`config.mk`:
```
export PLATFORM = sky130hd
export DESIGN_NAME = bank_addr_latch
export DESIGN_NICKNAME = d
export VERILOG_FILES = /design/src/rtl/bal_pkg.sv /design/src/rtl/bal_phase.sv /design/src/rtl/bal_bank_hold.sv /design/src/rtl/bal_addr_join.sv /design/src/rtl/bank_addr_latch.sv
export SDC_FILE = /design/constraint.sdc
export NUM_CORES = 1
export LEC_CHECK = 0
export ABC_CLOCK_PERIOD_IN_PS = 1100
export BUFFER_PORTS_ARGS = -buffer_cell sky130_fd_sc_hd__clkbuf_2
export CAP_MARGIN = 10
export CORE_MARGIN = 2
export CORE_UTILIZATION = 32
export CTS_CLUSTER_SIZE = 14
export DETAILED_ROUTE_END_ITERATION = 8
export GPL_TIMING_DRIVEN = 0
export HOLD_SLACK_MARGIN = 0.06
export PLACE_DENSITY = 0.82
export SLEW_MARGIN = 0
export SYNTH_ARGS = -nofsm -noshare
export SYNTH_HDL_FRONTEND = slang
export SYNTH_SLANG_ARGS = --single-unit
```
`constraint.sdc`:
```
create_clock -name clk -period 1.1 [get_ports clk]
set_clock_uncertainty 0.1 [all_clocks]
set_input_delay 0.11 -clock clk [delete_from_list [all_inputs] [get_ports clk]]
set_output_delay 0.11 -clock clk [all_outputs]
set_load 0.05 [all_outputs]
```
`src/rtl/bal_pkg.sv`:
```
package bal_pkg;
  // Which half of the CPU cycle the shared lines belong to.
  typedef enum logic {
    PH_ADDR = 1'b0,  // phase-2 low: lines carry the bank byte
    PH_DATA = 1'b1   // phase-2 high: lines carry transfer data
  } bus_phase_e;
endpackage

```
`src/rtl/bal_phase.sv`:
```
module bal_phase
  import bal_pkg::*;
(
  input  logic       phi2_i,
  input  logic       vld_data_i,
  input  logic       vld_prog_i,
  output bus_phase_e phase_o,
  output logic       capture_o
);
  logic cyc_valid;

  always_comb begin
    phase_o   = phi2_i ? PH_DATA : PH_ADDR;
    cyc_valid = vld_data_i | vld_prog_i;
    capture_o = (phase_o == PH_ADDR) && cyc_valid;
  end
endmodule

```
`src/rtl/bal_bank_hold.sv`:
```
module bal_bank_hold #(
  parameter int BANK_W = 8,
  parameter int DATA_W = 8
) (
  input  logic              clk,
  input  logic              rst_n,
  input  logic              capture_i,
  input  logic              phi2_i,
  input  logic              vld_any_i,
  input  logic [DATA_W-1:0] dbus_i,
  output logic [BANK_W-1:0] bank_q_o
);
  logic [BANK_W-1:0] bank_q;

  always_ff @(posedge clk or negedge rst_n) begin
    if (!rst_n)         bank_q <= '0;
    else if (capture_i) bank_q <= dbus_i[BANK_W-1:0];
  end

  assign bank_q_o = bank_q;

  // qualified low-phase sample lands in the held bank
  assert_capture_low_R2: assert property (@(posedge clk) disable iff (!rst_n)
    (!phi2_i && vld_any_i) |=> (bank_q == $past(dbus_i[BANK_W-1:0])));

  // data phase never disturbs the held bank
  assert_hold_data_phase_R3: assert property (@(posedge clk) disable iff (!rst_n)
    phi2_i |=> $stable(bank_q));

  // unqualified low phase keeps the held bank
  assert_hold_invalid_R4: assert property (@(posedge clk) disable iff (!rst_n)
    (!phi2_i && !vld_any_i) |=> $stable(bank_q));
endmodule

```
`src/rtl/bal_addr_join.sv`:
```
module bal_addr_join #(
  parameter int BANK_W = 8,
  parameter int LO_W   = 16,
  localparam int FULL_W = BANK_W + LO_W
) (
  input  logic              bypass_i,
  input  logic [BANK_W-1:0] bank_q_i,
  input  logic [LO_W-1:0]   addr_lo_i,
  output logic [BANK_W-1:0] bank_o,
  output logic [FULL_W-1:0] addr_o
);
  for (genvar i = 0; i < BANK_W; i++) begin : g_mask
    assign bank_o[i] = bank_q_i[i] & ~bypass_i;
  end

  assign addr_o = {bank_o, addr_lo_i};
endmodule

```
`src/rtl/bank_addr_latch.sv`:
```
module bank_addr_latch
  import bal_pkg::*;
#(
  parameter int BANK_W = 8,
  parameter int DATA_W = 8,
  parameter int LO_W   = 16,
  localparam int FULL_W = BANK_W + LO_W
) (
  input  logic              clk,
  input  logic              rst_n,
  input  logic              phi2_i,
  input  logic              vld_data_i,
  input  logic              vld_prog_i,
  input  logic [DATA_W-1:0] dbus_i,
  input  logic [LO_W-1:0]   addr_lo_i,
  input  logic              bank_bypass_i,
  output logic [BANK_W-1:0] bank_o,
  output logic [FULL_W-1:0] addr_o,
  output logic              data_phase_o
);
  bus_phase_e        phase;
  logic              capture;
  logic [BANK_W-1:0] bank_q;

  bal_phase u_phase (
    .phi2_i     (phi2_i),
    .vld_data_i (vld_data_i),
    .vld_prog_i (vld_prog_i),
    .phase_o    (phase),
    .capture_o  (capture)
  );

  bal_bank_hold #(.BANK_W(BANK_W), .DATA_W(DATA_W)) u_hold (
    .clk       (clk),
    .rst_n     (rst_n),
    .capture_i (capture),
    .phi2_i    (phi2_i),
    .vld_any_i (vld_data_i | vld_prog_i),
    .dbus_i    (dbus_i),
    .bank_q_o  (bank_q)
  );

  bal_addr_join #(.BANK_W(BANK_W), .LO_W(LO_W)) u_join (
    .bypass_i  (bank_bypass_i),
    .bank_q_i  (bank_q),
    .addr_lo_i (addr_lo_i),
    .bank_o    (bank_o),
    .addr_o    (addr_o)
  );

  assign data_phase_o = (phase == PH_DATA);

  // bypass clears the upper address bits
  assert_bypass_zero_R6: assert property (@(posedge clk) disable iff (!rst_n)
    bank_bypass_i |-> (addr_o[FULL_W-1:LO_W] == '0));

  // without bypass the upper address bits show the held bank
  assert_upper_bank_R7: assert property (@(posedge clk) disable iff (!rst_n)
    !bank_bypass_i |-> (addr_o[FULL_W-1:LO_W] == bank_q));

  // reset leaves the bank cleared
  always_comb begin
    if (!rst_n) assert_reset_clear_R1: assert (bank_q == '0);
  end
endmodule

```
==> results.json <==
{
  "io_buffer_count": 46,
  "ys_seq_area_share_pct": 36.6,
  "crit_chain": "nor2b_4, buf_6, clkbuf_16",
  "grt_start_max_net_pins": 9,
  "synthTopCellsByArea": "dfrtp_1 37%, buf_4 34%, mux2_2 16%",
  "rows": 14,
  "switching_power_mw": 0.578,
  "start_util_pct": 35.1,
  "vias": 556,
  "fp.dieArea_um2": 2060,
  "holdCritPathClass": "input pin to async pin",
  "h-tree-depth": 1,
  "gr-max-usage-layer": "met2",
  "cts_tree": "built",
  "gp_congestion": 0.610,
  "synth_area_leader_cell": "dfrtp_1",
  "yosys.area.top_type_share_pct": 36.6,
  "synth_cells": 50,
  "synth_seq_cells": 8,
  "period_share_pct": 116,
  "crit_type": "flip-flop to primary output",
  "coreArea_um2": 1560,
  "p_sw_share_pct": 39.8,
  "drv_cap": 0,
  "powerDensity_nw_per_um2": 1170,
  "detail-route-antenna-nets": 0,
  "p_int_mw": 0.875,
  "first_global_vias": 571,
  "clk_pin_slew_ps": 60,
  "grt_setup_unrepaired": "yes",
  "cts_buffers": 3,
  "total_power_mw": 1.45,
  "diodes": 0,
  "use_met3_pct": 8.40,
  "syn_to_final_growth_pct": 127,
  "p_seq_share_pct": 24.4,
  "cts_buffer_depth": 2,
  "worstMarginPinSlew_ps": 472,
  "arrival_ps": 1070,
  "max-slew-margin-rel_pct": 68.5,
  "drv_slew": 0,
  "outcome": "complete, but fails checks",
  "r2r_cells": 2,
  "worstPathRequired_ps": 890,
  "async_reset_ff_share_pct": 100,
  "violations": "setup timing",
  "synth_cell_types": 5,
  "power_frac_clock_pct": 15.7,
  "layout-drive-gt1-share_pct": 84.5,
  "slowest_delay_ps": 380,
  "total_leakage_power_nw": 0.649,
  "worstSetupStartpointType": "flip-flop",
  "drt_drc_violations_left": 0,
  "clock-root-buffer": "clkbuf_4",
  "nets": 142,
  "use_met2_pct": 33.7,
  "synth-edff-count": 0,
  "grt_usage_pct": 17.8,
  "synth_top_flop_cell": "dfrtp_1",
  "syn_nets": 80,
  "netlist_top_cells_count": "25 x buf_4, 8 x dfrtp_1, 8 x mux2_2, 8 x nor2b_1, 1 x o21bai_4",
  "ir_worst_vdd_v": 0.000770,
  "dieWidth_um": 45.3,
  "wirelength_mm": 1.83,
  "antenna_found_initial": 0,
  "setup_viol": 16,
  "ios": 63,
  "vias_per_cell": 4.41,
  "yosysWarnings": 0,
  "fillers": 83,
  "placed_area_um2": 887,
  "fin_crit_ps": 1280,
  "timing.final.ws_setup_ps": -176,
  "end_kind": "primary output",
  "wl_per_cell_um": 14.5,
  "clk_latency_ps": 250,
  "hold_viol_final": 0,
  "syn_area_um2": 547,
  "drt_iter0_drc": 4,
  "grt_pass1_wl_mm": 2.54,
  "grtUsageMet1_pct": 18.1,
  "worstPathMaxFanout": 2,
  "fmax_mhz": 784,
  "avgSynthCellArea_um2": 10.9,
  "crit_path_top_delay_cell": "dfrtp_1",
  "clock-sinks": 8,
  "yosysMostFrequentCell": "buf_4",
  "power_frac_comb_pct": 60.0,
  "post-route-cell-area_um2": 1240,
  "die_h_um": 45.3,
  "drt_pass1_iterations": 4,
  "largest_reg_flops": 8,
  "overflow": 0
}
area by class of cell:
class	count	area (um^2)	share of cell area, %
multi-input cells	17	219	17.7
clock buffers	3	22.5	1.82
plain buffers	25	218	17.6
well taps	16	20.0	1.62
flip-flops and latches	8	200	16.2
repair buffers	57	559	45.2
layout by cell type, fill, tap and decap left out:
cell type and instances:
buf_4 20, dlygate4sd3_1 9, mux2_2 8, buf_6 10, o21bai_4 1, dfrtp_1 8, nor2b_4 8, clkbuf_2 30
clkbuf_4 3, clkbuf_8 1, buf_8 4, clkbuf_16 8
kinds of logic after synthesis:
kind of cell / share of synthesized area (%)
buffers and inverters: 34.3
multiplexers: 16.5
flip-flops: 36.6
AND/OR/NAND/NOR: 9.15
AO/OA/AOI/OAI: 3.43
metrics by stage:
step	worst slack (ps)	utilization, %	cells	hold WS [ps]	TNS, ps
after floorplan	23.2	-	50	-286	0
after global placement	-76.3	56.9	112	-132	-567
after detailed placement	-81.7	56.9	112	-127	-689
after CTS	-166	76.9	124	137	-2080
after global routing	-221	79.5	126	172	-2560
final	-176	79.5	126	167	-1770
layer usage:
metal	part of all wire, %	vias to the layer above	routed length, um
li1	-	258	-
met1	35	263	648
met2	56	35	1020
met3	8.7	0	160
met4	0	0	0
met5	0	-	0
critical path, delay by kind of cell, from the launching register on:
kind                   cells  cell delay, ps
buffers and inverters      2             300
AND/OR/NAND/NOR            1             140
flip-flops                 1             380
power by group through the flow:
stage | logic, mW | clock network, mW | registers (mW)
2_1_floorplan | 0.538 | 0 | 0.352
3_3_place_gp | 0.654 | 0 | 0.354
3_5_place_dp | 0.663 | 0 | 0.358
4_1_cts | 0.826 | 0.238 | 0.352
5_1_grt | 0.903 | 0.264 | 0.358
6_report | 0.872 | 0.228 | 0.354
path summary, 6_finish.rpt:
path | start | to | slack [ps]
max | u_hold.bank_q_o[7] | bank_o[7] | -180
min | rst_n | u_hold.bank_q_o[5] | 170
max reg2reg | u_hold.bank_q_o[5] | u_hold.bank_q_o[5] | 120
min reg2reg | u_hold.bank_q_o[1] | u_hold.bank_q_o[1] | 420
max in group asynchronous | rst_n | u_hold.bank_q_o[4] | 540
min in group clk | vld_data_i | u_hold.bank_q_o[1] | 230
what timing repair did:
| item | 4_1_cts | 5_1_grt |
|---|---|---|
| hold buffers | 9 | 0 |
| resized for setup | 35 | 13 |
| buffers inserted | 0 | 2 |
| hold endpoints to repair | 16 | 0 |
| setup endpoints to repair | 16 | 16 |
| cloned | 0 | 0 |
No activity file was read; power rests on OpenSTA's default activity.
